File: src/rtl/srm_pkg.sv
package srm_pkg;

    localparam int SRM_ROW_W_DEF  = 10;
    localparam int SRM_SPARES_DEF = 8;

    // Width of a spare index for a given spare count
    function automatic int spare_idx_w(input int n_spares);
        return (n_spares <= 1) ? 1 : $clog2(n_spares);
    endfunction

endpackage

File: src/rtl/srm_match.sv
// Parallel compare of one key against every valid table entry
module srm_match #(
    parameter int KEY_W = 11,
    parameter int N     = 8
) (
    input  logic [KEY_W-1:0]        key_i,
    input  logic [N-1:0][KEY_W-1:0] tbl_i,
    input  logic [N-1:0]            vld_i,
    output logic [N-1:0]            hit_o
);

    for (genvar g = 0; g < N; g++) begin : g_cmp
        assign hit_o[g] = vld_i[g] && (tbl_i[g] == key_i);
    end

endmodule

File: src/rtl/srm_pick.sv
// One-hot select of a target index, OR-reduced
module srm_pick #(
    parameter int N  = 8,
    parameter int IW = 3
) (
    input  logic [N-1:0]         sel_i,
    input  logic [N-1:0][IW-1:0] tgt_i,
    output logic                 any_o,
    output logic [IW-1:0]        val_o
);

    always_comb begin
        val_o = '0;
        for (int e = 0; e < N; e++) begin
            if (sel_i[e]) begin
                val_o = val_o | tgt_i[e];
            end
        end
        any_o = |sel_i;
    end

endmodule

File: src/rtl/srm_remap.sv
module srm_remap
    import srm_pkg::*;
#(
    parameter int ROW_W      = SRM_ROW_W_DEF,
    parameter int NUM_SPARES = SRM_SPARES_DEF
) (
    input  logic             clk,
    input  logic             rst_n,
    input  logic             cap_en,
    input  logic             cap_spare,
    input  logic [ROW_W-1:0] cap_row,
    input  logic             lk_spare,
    input  logic [ROW_W-1:0] lk_row,
    output logic             remap_hit,
    output logic             out_spare,
    output logic [ROW_W-1:0] out_row,
    output logic             overflow
);

    localparam int IW    = spare_idx_w(NUM_SPARES);
    localparam int KEY_W = ROW_W + 1;
    localparam int CNT_W = IW + 1;
    localparam logic [CNT_W-1:0] FULL = CNT_W'(NUM_SPARES);

    typedef struct packed {
        logic [NUM_SPARES-1:0]            vld;
        logic [NUM_SPARES-1:0][KEY_W-1:0] key;
        logic [NUM_SPARES-1:0][IW-1:0]    tgt;
        logic [CNT_W-1:0]                 ptr;
        logic                             ovf;
    } state_t;

    state_t st_d, st_q;

    // Spare addresses keep only the index bits; the rest are zeroed
    function automatic logic [KEY_W-1:0] make_key(input logic spare, input logic [ROW_W-1:0] row);
        logic [KEY_W-1:0] k;
        if (spare) begin
            k = '0;
            k[KEY_W-1] = 1'b1;
            k[IW-1:0]  = row[IW-1:0];
        end else begin
            k = {1'b0, row};
        end
        return k;
    endfunction

    logic [KEY_W-1:0]      cap_key_d, lk_key_d;
    logic [NUM_SPARES-1:0] cap_hits_d, lk_hits_d;
    logic                  cap_dup_d, lk_any_d;
    logic [IW-1:0]         lk_tgt_d, cap_idx_d, cap_sel_d;
    logic [IW-1:0]         slot_d;
    logic                  cap_new_d;

    assign cap_key_d = make_key(cap_spare, cap_row);
    assign lk_key_d  = make_key(lk_spare, lk_row);
    assign cap_idx_d = cap_row[IW-1:0];

    srm_match #(.KEY_W(KEY_W), .N(NUM_SPARES)) i_cap_match (
        .key_i (cap_key_d),
        .tbl_i (st_q.key),
        .vld_i (st_q.vld),
        .hit_o (cap_hits_d)
    );

    srm_match #(.KEY_W(KEY_W), .N(NUM_SPARES)) i_lk_match (
        .key_i (lk_key_d),
        .tbl_i (st_q.key),
        .vld_i (st_q.vld),
        .hit_o (lk_hits_d)
    );

    srm_pick #(.N(NUM_SPARES), .IW(IW)) i_cap_pick (
        .sel_i (cap_hits_d),
        .tgt_i (st_q.tgt),
        .any_o (cap_dup_d),
        .val_o (cap_sel_d)
    );

    srm_pick #(.N(NUM_SPARES), .IW(IW)) i_lk_pick (
        .sel_i (lk_hits_d),
        .tgt_i (st_q.tgt),
        .any_o (lk_any_d),
        .val_o (lk_tgt_d)
    );

    always_comb begin
        st_d      = st_q;
        slot_d    = st_q.ptr[IW-1:0];
        cap_new_d = cap_en && !cap_dup_d
                    && !(cap_spare && ({1'b0, cap_idx_d} >= st_q.ptr));
        if (cap_new_d) begin
            if (st_q.ptr == FULL) begin
                st_d.ovf = 1'b1;
            end else begin
                // Everything that ended on the failed spare moves to the new one
                for (int e = 0; e < NUM_SPARES; e++) begin
                    if (cap_spare && st_q.vld[e] && (st_q.tgt[e] == cap_idx_d)) begin
                        st_d.tgt[e] = slot_d;
                    end
                end
                st_d.vld[slot_d] = 1'b1;
                st_d.key[slot_d] = cap_key_d;
                st_d.tgt[slot_d] = slot_d;
                st_d.ptr         = st_q.ptr + 1'b1;
            end
        end
    end

    always_ff @(posedge clk or negedge rst_n) begin
        if (!rst_n) begin
            st_q <= '0;
        end else begin
            st_q <= st_d;
        end
    end

    assign remap_hit = lk_any_d;
    assign out_spare = lk_any_d | lk_spare;
    assign out_row   = lk_any_d ? ROW_W'(lk_tgt_d) : lk_row;
    assign overflow  = st_q.ovf;

    // cap_sel_d is the duplicate's current target; only its presence matters
    logic unused_sel;
    assign unused_sel = ^cap_sel_d;

endmodule

File: config.mk
export PLATFORM = sky130hd
export DESIGN_NAME = srm_remap
export DESIGN_NICKNAME = d
export VERILOG_FILES = /design/src/rtl/srm_pkg.sv /design/src/rtl/srm_match.sv /design/src/rtl/srm_pick.sv /design/src/rtl/srm_remap.sv
export SDC_FILE = /design/constraint.sdc
export NUM_CORES = 1
export LEC_CHECK = 0
export ABC_CLOCK_PERIOD_IN_PS = 3500
export BUFFER_PORTS_ARGS = -buffer_cell sky130_fd_sc_hd__buf_2
export CORE_MARGIN = 2
export CORE_UTILIZATION = 48
export CTS_CLUSTER_DIAMETER = 200
export DETAILED_ROUTE_END_ITERATION = 6
export HOLD_SLACK_MARGIN = 0.03
export PLACE_DENSITY_LB_ADDON = 0.25
export SYNTH_ARGS = -nofsm -noshare
export SYNTH_HDL_FRONTEND = slang
export SYNTH_HIERARCHICAL = 1
export SYNTH_SLANG_ARGS = --single-unit
File: constraint.sdc
create_clock -name clk -period 3.5 [get_ports clk]
set_input_delay 0.525 -clock clk [delete_from_list [all_inputs] [get_ports clk]]
set_output_delay 0.525 -clock clk [all_outputs]
set_load 0.01 [all_outputs]
==> summary.md <==
| Metric | Value |
|---|---|
| Outcome | finished clean |
| DIE AREA | between 15,000 and 20,000 µm² |
| Leakage | ~3.8 nW |
| Post-route minimum period | around 3400 ps |
| Relative slew slack | about a third |
| CP required | 2970 ps |
| Max Cap Viol | 0 |
| Slew Limit Fails | 0 |
| Vias/cell | slightly below 6 |
| VDD IR max | 0.000388 V |
| First-pass GRT wire length | between 30 and 40 mm |
| Post-Route WL | approximately 22 mm |
| WL/cell | 21.5 µm |
| Post CTS Setup Buffer Count | 0 |
| Most common cell after layout, fill and taps aside | xnor2_1 |
| Die W | around 130 µm |
| Clock Tree Root | clkbuf_16 |
| Inserted Clock Buffers | 17 |
| Endpoints failing hold | 0 |
| Layout area overhead | 16.2% |
| Core ar. | 16,600 µm² |
| Crit-path max FO | 11 |
| Setup Viol. Count Final | 0 |
| Most frequent cells in the layout | xnor2_1, dfrtp_1, mux2_2 |
| Syn_nets | approximately 750 |
| Data arrival time of the critical path | 2830 ps |
| Yosys Warn Count | 6 |
| Unrepaired setup endpoints after global routing | false |
| Remaining DRCs | 0 |
| Port Buffers | 37 |
| Initial core utilization | roughly 49% |
| Min-delay worst type | primary input to asynchronous set/reset pin |
| HPWL Detailed | ~16 mm |
| Initial antenna violation count | 1 |
| Drt pass-1 iters | 5 |
| First DRT Iteration DRCs | around 520 |
| Clock transition at path regs | 50 ps |
| Boundary Pins | 38 |
| Achievable Freq | about 0.3 GHz |
| Final period utilization | a little over nine tenths |
| Final ANT Viol Nets | 0 |
| Slew @ Worst Pin | about 1000 ps |
| H-tree levels | 4 |
| Nets | roughly 820 |
| Core Util, Final | a little under three fifths |
| GRT Util Overall | about a quarter |
| Cell Rows | 47 |
| Clock sinks | 125 |
| Total power | 0.00818 W |
| Critical Path Source Type | primary input |
| Hold-fix buffers, CTS | 0 |
| GR Overflow Total | 0 |
| Die H | around 130 µm |
| Worst Skew | ~8.4 ps |
| Via count | 5,936 |
| Syn Inst Count | about 700 |
| CTS tree | built |
| Worst Setup End Kind | output pin |
| PwrDens | between 800 and 900 nW/µm² |
| Post_cts resized | 0 |
| Worst hold slack | ~270 ps |
| RePlAce Congestion | between 0.9 and 1 |
| Critical path type | primary input to output pin |
| Worst-case clock buffer depth | 2 |
| Syn Std Cell Area | roughly 8000 µm² |
| Worst-skew pair later-pin latency | 420 ps |
| Share of layout cells above drive strength 1 | about a third |
| Vias in the first global route | about 6,200 |
| Synth Area per Inst | 11.4 µm² |
| Largest net degree at the start of global routing | 77 |
==> report_power, final <==
| group | internal (W) | switching [W] |
|---|---|---|
| combinational | 0.00182 | 0.00154 |
| sequential | 0.00212 | 0.000798 |
| clock | 0.00124 | 0.000668 |
| total | 0.00517 | 0.00301 |
==> critical path, cell delays in order <==
cell	delay (ps)
buf_2	180
nor2b_1	220
buf_12	170
xnor2_1	70
nand4_1	140
nor3_1	100
nor4_1	440
nand2_1	300
buf_4	250
or2_2	290
buf_2	140
==> cell type report <==
type / instances / area [µm²]
Clock buffer: 20 / 457
Multi-Input combinational cell: 526 / 4560
Timing Repair Buffer: 107 / 801
Tap cell: 220 / 275
Inverter: 11 / 41.3
Fill cell: 1393 / 7130
Clock inverter: 12 / 186
Antenna cell: 1 / 2.50
Sequential cell: 125 / 3130
==> worst paths after layout <==
check / end / startpoint / slack (ps) / depth (start not counted)
setup / recovery: out_spare / lk_spare / 140 / 11
hold / removal: slot_d[0] / rst_n / 270 / 1
setup reg to reg: st_q[96] / st_q[38] / 500 / 11
hold reg to reg: overflow / overflow / 450 / 1
max in group asynchronous: st_q[43] / rst_n / 2320 / 2
min in group clk: overflow / overflow / 450 / 1
==> per-stage QoR <==
step	area [µm²]	setup TNS [ps]	setup slack, ps	cells
after CTS	9450	0	150	1021
after global routing	9450	0	9.26	1022
final	9450	0	142	1022
after detailed placement	8800	-4840	-133	989
after global placement	8800	-956	-81.4	989
after floorplan	8130	0	194	715
==> flip-flops by register name, indices dropped and copies added, names as in the netlist <==
register,cells
st_q,121
overflow,1
slot_d,3
==> routing by layer <==
metal | vias up | part of all wire [%] | GRT usage [%]
li1 | 2659 | - | -
met1 | 3019 | 43 | 32.6
met2 | 205 | 49 | 42.8
met3 | 53 | 4.8 | 4.76
met4 | 0 | 3.5 | 11.0
met5 | - | 0 | 0
Power figures use the tool's default switching activity.
